--- config.mk ---
export PLATFORM = sky130hd
export DESIGN_NAME = quad_pwm_dac
export DESIGN_NICKNAME = d
export VERILOG_FILES = /design/src/rtl/qpd_pkg.sv /design/src/rtl/qpd_timebase.sv /design/src/rtl/qpd_channel.sv /design/src/rtl/qpd_pinmux.sv /design/src/rtl/quad_pwm_dac.sv
export SDC_FILE = /design/constraint.sdc
export NUM_CORES = 1
export LEC_CHECK = 0
export BUFFER_PORTS_ARGS = -buffer_cell sky130_fd_sc_hd__clkbuf_2
export CAP_MARGIN = 20
export CORE_MARGIN = 5
export CORE_UTILIZATION = 65
export CTS_CLUSTER_SIZE = 30
export DETAILED_ROUTE_END_ITERATION = 8
export HOLD_SLACK_MARGIN = 0.1
export PLACE_DENSITY = 0.86
export SLEW_MARGIN = 20
export SYNTH_ARGS = -nofsm -noshare
export SYNTH_HDL_FRONTEND = slang
export SYNTH_HIERARCHICAL = 1
export SYNTH_SLANG_ARGS = --single-unit
--- constraint.sdc ---
create_clock -name clk -period 4 [get_ports clk]
set_input_delay 1.2 -clock clk [delete_from_list [all_inputs] [get_ports clk]]
set_output_delay 1.2 -clock clk [all_outputs]
set_load 0.05 [all_outputs]
--- src/rtl/qpd_pkg.sv ---
package qpd_pkg;
  localparam int DEF_NUM_CH = 4;
  localparam int DEF_DUTY_W = 8;
  localparam int DEF_DIV    = 2;
endpackage

--- src/rtl/qpd_timebase.sv ---
module qpd_timebase #(
  parameter int DIV = 2,
  parameter int CW  = 8
) (
  input  logic          clk,
  input  logic          rst_n,
  output logic          wrap,
  output logic [CW-1:0] cnt
);
  localparam int PW = (DIV > 1) ? $clog2(DIV) : 1;
  localparam logic [PW-1:0] PRE_LAST = PW'(DIV - 1);

  logic [PW-1:0] pre;
  logic          tick;

  assign tick = (pre == PRE_LAST);
  assign wrap = tick && (cnt == {CW{1'b1}});

  always_ff @(posedge clk or negedge rst_n) begin
    if (!rst_n) begin
      pre <= '0;
      cnt <= '0;
    end else begin
      if (tick) begin
        pre <= '0;
        cnt <= cnt + CW'(1);
      end else begin
        pre <= pre + PW'(1);
      end
    end
  end
endmodule

--- src/rtl/qpd_channel.sv ---
module qpd_channel #(
  parameter int DW = 8
) (
  input  logic          clk,
  input  logic          rst_n,
  input  logic          ld,
  input  logic [DW-1:0] ld_data,
  input  logic          wrap,
  output logic [DW-1:0] active_q
);
  logic [DW-1:0] shadow_q;

  always_ff @(posedge clk or negedge rst_n) begin
    if (!rst_n) begin
      shadow_q <= '0;
      active_q <= '0;
    end else begin
      if (wrap) active_q <= shadow_q;
      if (ld)   shadow_q <= ld_data;
    end
  end
endmodule

--- src/rtl/qpd_pinmux.sv ---
module qpd_pinmux #(
  parameter int NUM_CH = 4,
  parameter int DW     = 8
) (
  input  logic [DW-1:0]        cnt,
  input  logic [NUM_CH*DW-1:0] act_flat,
  input  logic [NUM_CH-1:0]    sel,
  input  logic [NUM_CH-1:0]    port,
  output logic [NUM_CH-1:0]    nmos_on
);
  for (genvar i = 0; i < NUM_CH; i++) begin : g_pin
    logic pwm_high;
    assign pwm_high   = (cnt < act_flat[i*DW +: DW]);
    assign nmos_on[i] = sel[i] ? ~pwm_high : ~port[i];
  end
endmodule

--- src/rtl/quad_pwm_dac.sv ---
module quad_pwm_dac #(
  parameter int NUM_CH = qpd_pkg::DEF_NUM_CH,
  parameter int DUTY_W = qpd_pkg::DEF_DUTY_W,
  parameter int DIV    = qpd_pkg::DEF_DIV
) (
  input  logic                      clk,
  input  logic                      rst_n,
  input  logic                      ld_valid,
  output logic                      ld_ready,
  input  logic [$clog2(NUM_CH)-1:0] ld_chan,
  input  logic [DUTY_W-1:0]         ld_data,
  input  logic                      cfg_we,
  input  logic [NUM_CH-1:0]         cfg_dac_sel,
  input  logic [NUM_CH-1:0]         cfg_port,
  output logic [NUM_CH-1:0]         nmos_on
);
  localparam int CHW = $clog2(NUM_CH);

  logic                     wrap;
  logic [DUTY_W-1:0]        cnt;
  logic [NUM_CH*DUTY_W-1:0] act_flat;
  logic [NUM_CH-1:0]        sel_q;
  logic [NUM_CH-1:0]        port_q;

  assign ld_ready = 1'b1;

  qpd_timebase #(.DIV(DIV), .CW(DUTY_W)) u_tb (
    .clk(clk), .rst_n(rst_n), .wrap(wrap), .cnt(cnt)
  );

  for (genvar i = 0; i < NUM_CH; i++) begin : g_ch
    qpd_channel #(.DW(DUTY_W)) u_ch (
      .clk(clk),
      .rst_n(rst_n),
      .ld(ld_valid && (ld_chan == CHW'(i))),
      .ld_data(ld_data),
      .wrap(wrap),
      .active_q(act_flat[i*DUTY_W +: DUTY_W])
    );
  end

  always_ff @(posedge clk or negedge rst_n) begin
    if (!rst_n) begin
      sel_q  <= '0;
      port_q <= '1;
    end else if (cfg_we) begin
      sel_q  <= cfg_dac_sel;
      port_q <= cfg_port;
    end
  end

  qpd_pinmux #(.NUM_CH(NUM_CH), .DW(DUTY_W)) u_mux (
    .cnt(cnt), .act_flat(act_flat), .sel(sel_q), .port(port_q), .nmos_on(nmos_on)
  );
endmodule

-- After elaboration in Yosys (flattened, before gate mapping)
Index checks and enable logic that the tools add are counted.
- bits of input ports: 22
- memory bits (read-only): 0
- output and inout port bits: 5
- memories: 0
- register bits after elaboration: 81
- RAM bits: 0
- bits in latches: 0
- logic and storage cells: 41
- magnitude comparators: 4
- multipliers: 0
- eq/ne operators: 4
- muxes and demuxes: 5
- shift operators: 0
- div/mod/pow operators: 0
- $add $sub $neg: 2
- reduce and logical (&&, ||, !) cells: 6
- bitwise gates (word level): 8
- operators by type and width (operator ; number):
    8-bit less-than comparator ; 4
    8-bit by 1-bit adder with 8-bit output (second input constant) ; 1
    8-bit equality test (second input constant) ; 1
    1-bit NOT ; 8
    1-bit logical AND ; 5
    1-bit 2-to-1 mux ; 5
    2-bit equality test (second input constant) ; 2
    2-bit by 1-bit equality test with 1-bit output (second input constant) ; 1
    2-bit zero test ; 1
    1-bit adder (second input constant) ; 1

-- Depth between registers and ports, before layout
Gate-level depths: netlist of the first run.
- word-level depth: 3
- depth in mapped cells: 6
- depth with buffers taken out: 6

-- By module
The synthesis of the first run kept the hierarchy.
- modules (own cells, without submodules) (module ; cells an instance ; seq. area each (um^2) ; instances ; area each (um^2)):
    qpd_channel ; 34 ; 400.4 ; 4 ; 663.1
    qpd_pinmux ; 100 ; 0.0 ; 1 ; 810.8
    qpd_timebase ; 31 ; 225.2 ; 1 ; 394.1
    quad_pwm_dac ; 23 ; 205.2 ; 1 ; 379.1

-- Worst setup path before layout of the first run
Ideal clock, no wire load.
- kind: reg-to-output
- start point: register u_tb.cnt[1]
- end point: output nmos_on[0]
- cell stages (with the launch flop): 5
- buffers on the path: 0
- data required time: 2800 ps
- arrival: 1873 ps
- path slack: 927 ps
- path through: dfrtp_1 -> ha_1 -> a2111oi_2 -> o311a_1 -> a221oi_2
- word-level cells in the longest chain between the ends: 3
- ends and longest elaborated chain (what ; RTL line ; text):
    start, declared ; qpd_timebase.sv:8 ; output logic [CW-1:0] cnt
    start signal, assigned ; qpd_timebase.sv:26 ; cnt <= cnt + CW'(1);
    8-bit less-than comparator ; qpd_pinmux.sv:13 ; assign pwm_high = (cnt < act_flat[i*DW +: DW]);
    1-bit NOT ; qpd_pinmux.sv:14 ; assign nmos_on[i] = sel[i] ? ~pwm_high : ~port[i];
    1-bit 2-to-1 mux ; qpd_pinmux.sv:14 ;
    end, declared ; quad_pwm_dac.sv:15 ; output logic [NUM_CH-1:0] nmos_on
Every way passes these cells.

-- Worst setup path in the final report of the first run
- start point: register u_tb.cnt[6]
- end point: output nmos_on[2]
The elaborated chain is that of the path after synthesis.

==> summary.txt, run 1 <==
Clock tree
  – H-tree depth: 3
  – CTS tree: done
  – Resized Gates After CTS: 0
  – Clock root cell: clkbuf_8
  – Post-CTS Hold Buffers: 0
  – # clock sinks: 81
  – Longest Clk Path Bufs: 2
  – CTS buffer count: 9
  – Clock transition at path regs: around 80 ps
  – Post-CTS setup buffer count: 0
  – Later-pin clock latency in the skew report: roughly 350 ps

Worst setup path
  – Critical path class: reg2out
  – Critical Path Fanout Max: 6
  – Critical path origin: u_tb/cnt[6]
  – RR Startpoint: u_tb/cnt[1]
  – Req. time, crit path: between 2000 and 3000 ps
  – CP arrival: 2280 ps
  – Terminus of the critical flop-to-flop path: g_ch[0].u_ch/active_q[1]
  – Max stage delay on crit path: between 400 and 500 ps
  – CP Cell Sequence: ha_1, a21o_1, a211oi_2, o311a_1, a221oi_2, clkbuf_2
  – Worst-case reg-to-reg path depth: 5
  – Worst-path cell with the longest stage delay: dfrtp_1
  – Worst Setup Start Kind: flip-flop
  – Crit path capture: nmos_on[2]
  – Flop2flop setup slack: 1500 ps
  – Worst Setup End Kind: output port

Route
  – Vias: roughly 2300
  – Final WL: 7660 um
  – Initial DRC count: roughly 110
  – DRT Pass-1 Iters: 4
  – WL/cell: a little under 20 um
  – Via/cell ratio: approximately 5.7
  – DRT antenna net count: 0
  – DRC violation count after routing: 0

Timing
  – Tcrit/Tclk final: ~87%
  – Max Slew Vio Count: 0
  – Unrepaired setup endpoints after global routing: false
  – Measured slew at the worst slew-check pin: 1100 ps
  – Final setup TNS: 0 ps
  – Slew margin rel.: a little over a quarter
  – Period minus WS final: between 3000 and 4000 ps
  – Final hold vios: 0
  – Clock skew: ~9.8 ps
  – Achievable Freq: around 290 MHz
  – Setup Viol. Count Final: 0

Pwr
  – Worst vdd ir: 0.000265 V
  – Power Dens Cells: slightly below 400 mW/mm2
  – Static Leak: approximately 2.2 nW

Layout
  – Layout cells sized above 1: about two fifths
  – Antenna Cells: 0
  – Final nets: ~370
  – Non-Filler Instances: slightly below 400
  – Util after Layout: between 70% and 80%
  – Area grow syn2layout: 7.89%

Logic synthesis
  – Leading area contributor after synthesis: dfrtp_1
  – Register area share after synthesis: around 48%
  – Synth unique cells: 28
  – Syn Nets: roughly 340
  – Async SR Flop Fraction: 100%
  – Post-synth EDFFs: 0
  – Top cells by area, synth: dfrtp_1, mux2_4, ha_1
  – Top cell type's share of synthesized area: between 40% and 50%
  – YS warnings: 6
  – Primary FF master, synth: dfrtp_1
  – Register bit total from synthesis: 81
  – Most used standard cell by instance count after synthesis: dfrtp_1
  – Synth top cells by count: dfrtp_1, mux2_4, inv_1
  – Post-Syn Instances: 290
  – Syn Area/Cell: ~15 um2
  – Synthesized cell area: between 0.004 and 0.005 mm2

Floorplanning
  – Starting Density: between 60 and 70%
  – CORE AREA: roughly 0.0063 mm2
  – Rows: 29
  – Die Wd: between 90 and 100 um
  – Die area: roughly 0.0082 mm2
  – I/O pins: 27
  – Die height: about 91 um

Global route
  – Global-route wire length before repair: 12800 um
  – Pin count of the biggest net entering global routing: 82
  – Number of global-route vias before repair: roughly 2400
  – Initial antenna violation count: 0
  – Grt ovf: 0
  – Tot GR Track Use: between 20% and 30%

Min path
  – Worst Hold Class: reg2reg

Job
  – Max Cap Viol: 0

Place
  – Final GP Congestion: 0.868
  – PortBufs: 25
  – Dpl hpwl: approximately 5400 um
  – Placed cell count: 381

Status
  – Outcome: complete, no violations
[flip-flops by register name (all words and copies together) (netlist names)]
name                flops
u_tb/pre                1
sel_q                   4
g_ch.u_ch/shadow_q     32
g_ch.u_ch/active_q     32
u_tb/cnt                8
port_q                  4
[routing by layer]
metal	wire (um)	GRT usage, %	vias to the layer above
li1	-	-	1060
met1	3410	27.0	1149
met2	3810	31.7	36
met3	340	5.17	9
met4	105	6.70	0
met5	0	0	-
[cells by family after synthesis]
group,synth area share [%]
flops,48.0
mux,25.8
buf+inv,6.11
fa+ha+maj,8.56
simple gates,3.90
compound gates,6.14
xor+xnor,1.45
other cells,0.0885
[critical path: cells and delay by family (launching register included)]
kind,cells,cell delay (ps)
compound gates,4,850
flops,1,460
fa+ha+maj,1,360
buf+inv,1,250
[power breakdown]
part,internal [mW],switching [mW]
Clock,0.352,0.288
Combinational,0.117,0.0794
Sequential,0.891,0.0451
[stage by stage]
step                      cell area (um2)  total power [mW]  setup slack [ps]  hold slack (ps)
after detailed placement             4350              1.15               913              494
after global placement               4350              1.14               957              486
after global routing                 4570              1.85               455              532
final                                4570              1.77               523              516
after CTS                            4560              1.79               525              518
after floorplan                      4240              1.09               927              482
[area by class of cell]
| cell class | count | area (um2) |
|---|---|---|
| sequential | 81 | 2030 |
| multi-input combinational | 160 | 1960 |
| fill | 420 | 1780 |
| inverter | 38 | 143 |
| clock buffer | 11 | 131 |
| timing repair buffer | 25 | 131 |
| tap | 77 | 96.3 |
| clock inverter | 5 | 78.8 |
[worst min-delay path by stage]
| stage | from | endpoint | slack (ps) | cells past startpoint |
|---|---|---|---|---|
| global route | g_ch[2].u_ch/active_q[6] | g_ch[2].u_ch/active_q[6] | 530 | 1 |
| floorplan | g_ch[0].u_ch/shadow_q[0] | g_ch[0].u_ch/active_q[0] | 480 | 1 |
| CTS | g_ch[2].u_ch/shadow_q[4] | g_ch[2].u_ch/active_q[4] | 520 | 1 |
| detailed placement | sel_q[0] | sel_q[0] | 490 | 1 |
| finish | g_ch[2].u_ch/shadow_q[4] | g_ch[2].u_ch/active_q[4] | 520 | 1 |
| global placement | g_ch[0].u_ch/shadow_q[4] | g_ch[0].u_ch/active_q[4] | 490 | 1 |
[cell usage in the layout (no fill, tap or decap)]
master / instances
dfrtp_1: 77
mux2_4: 72
inv_1: 38
ha_1: 29
clkbuf_2: 24
clkbuf_8: 9
nand3_1: 6
dfstp_2: 4
a21o_1: 4
a211oi_2: 4
nand2b_1: 4
a2111oi_2: 4
nor3_1: 4
o21ai_0: 4
o311a_1: 4
a221oi_2: 4
xnor2_1: 4
xor2_1: 3
and3b_1: 2
clkinv_2: 2
clkbuf_1: 2
bufinv_16: 2
nor2_1: 2
nand2_1: 2
and3_1: 1
nor3b_4: 1
conb_1: 1
inv_6: 1
buf_6: 1
and3_2: 1
nand4_4: 1
mux2_2: 1
nor3_2: 1
nand4_1: 1
(Power assumes the default switching activity.)
==> run 2: changes to the inputs <==
Settings changed: CORE_MARGIN 5 to not set.
==> summary.txt, run 2 (same netlist as run 1, synthesis figures left out) <==
Status
  – Outcome: complete, no violations

Worst setup path
  – RR Startpoint: u_tb/cnt[1]
  – Worst Setup Start Kind: flip-flop
  – Flop2flop setup slack: 1480 ps
  – CP arrival: around 2300 ps
  – Worst-path cell with the longest stage delay: dfrtp_1
  – Critical Path Fanout Max: 6
  – Critical path class: reg2out
  – Max stage delay on crit path: roughly 460 ps
  – CP Cell Sequence: ha_1, a21o_1, a211oi_2, o311a_1, a221oi_2, clkbuf_2
  – Worst path buffer plus inverter count: 1
  – Cell family with most CP delay: compound AO/OA/AOI/OAI gates
  – Worst Setup End Kind: output port
  – Req. time, crit path: between 2000 and 3000 ps
  – Critical path origin: u_tb/cnt[6]

Clock tree
  – Clock transition at path regs: around 80 ps
  – CTS tree: done
  – Post-CTS setup buffer count: 0
  – CTS buffer count: 9
  – Later-pin clock latency in the skew report: between 300 and 400 ps
  – Clock root cell: clkbuf_8
  – Longest Clk Path Bufs: 2
  – # clock sinks: 81
  – Resized Gates After CTS: 0
  – H-tree depth: 3
  – Post-CTS Hold Buffers: 0

Layout
  – Most frequent cells in the layout: dfrtp_1, mux2_4, inv_1
  – Most common cell after layout, fill and taps aside: dfrtp_1
  – Biggest registers after layout: g_ch.u_ch/active_q x32, g_ch.u_ch/shadow_q x32, u_tb/cnt x8
  – Final nets: roughly 370
  – Fin area: 0.00462 mm2
  – Area grow syn2layout: 9.16%
  – Antenna Cells: 0
  – Layout cells sized above 1: 42.1%

Pwr
  – Worst vdd ir: between 0.0003 and 0.0004 V
  – Static Leak: around 2.2 nW
  – Power Total: roughly 1.9 mW
  – Power Dens Cells: between 400 and 500 mW/mm2

Place
  – Dpl hpwl: roughly 5200 um
  – Final GP Congestion: between 0.8 and 0.9
  – PortBufs: 25
  – Post-Place Cell Area: 0.00436 mm2

Timing
  – Achievable Freq: between 200 and 300 MHz
  – Slew margin rel.: ~27%
  – Final setup TNS: 0 ps
  – Unrepaired setup endpoints after global routing: false
  – Max Slew Vio Count: 0
  – Setup Viol. Count Final: 0
  – Tcrit/Tclk final: a little under 90%
  – Period minus WS final: around 3500 ps
  – Clock skew: just over 8 ps
  – Final hold vios: 0
  – Measured slew at the worst slew-check pin: 1100 ps
  – Hold_ws: 515 ps

Min path
  – Worst Hold Class: reg2reg
  – Beginning of the worst hold path: g_ch[2].u_ch/shadow_q[4]

Global route
  – Pin count of the biggest net entering global routing: just over 80
  – Grt ovf: 0
  – Global-route wire length before repair: between 10000 and 15000 um
  – Tot GR Track Use: 24.9%
  – Number of global-route vias before repair: about 2300
  – Initial antenna violation count: 0

Route
  – WL/cell: around 19 um
  – DRC violation count after routing: 0
  – DRT Pass-1 Iters: 5
  – Vias: 2288
  – DRT antenna net count: 0
  – Via/cell ratio: ~5.7
  – Initial DRC count: around 130
  – Final WL: roughly 7500 um

Floorplanning
  – CORE AREA: between 0.006 and 0.007 mm2
  – Die area: between 0.006 and 0.007 mm2
  – Die Wd: approximately 83 um
  – Starting Density: between 60% and 70%
  – Die height: between 80 and 90 um
  – Rows: 29
  – I/O pins: 27

Job
  – Max Cap Viol: 0
## run 2: final cells by class
cell class | instances | area (um2)
tap | 77 | 96.3
sequential | 81 | 2030
timing repair buffer | 26 | 135
clock inverter | 7 | 143
multi-input combinational | 160 | 1950
inverter | 38 | 143
fill | 395 | 1690
clock buffer | 9 | 124
## run 2: power breakdown
part	internal, mW	switching, mW	total (mW)
Sequential	0.891	0.0449	0.936
Combinational	0.117	0.0794	0.196
Clock	0.478	0.295	0.773
Total	1.49	0.419	1.91
## run 2: worst reg2reg max path, delay by kind of cell (launching register included)
family | cells | cell delay, ps
fa+ha+maj | 1 | 260
flops | 1 | 510
mux | 1 | 390
simple gates | 3 | 1250
## run 2: final timing paths
kind,end,depth (start not counted)
max,nmos_on[0],6
min in group asynchronous,sel_q[3],1
min reg2reg,g_ch[2].u_ch/active_q[4],1
max in group asynchronous,g_ch[1].u_ch/shadow_q[6],1
min,g_ch[2].u_ch/active_q[4],1
max reg2reg,g_ch[3].u_ch/active_q[5],5
## run 2: metal layers
metal  vias to the layer above  track usage [%]  share of wire [%]
li1                       1066                -                  -
met1                      1163             31.3                 46
met2                        42             40.7                 49
met3                        17             4.84                3.0
met4                         0             12.9                2.7
met5                         -                0                  0
## run 2: per-stage QoR
step           cells  setup slack, ps  utilization (%)
3_5_place_dp     382              870             69.0
4_1_cts          398              474             73.2
2_1_floorplan    290              927                -
6_report         398              479             73.2
3_3_place_gp     382              949             69.0
5_1_grt          398              351             73.2
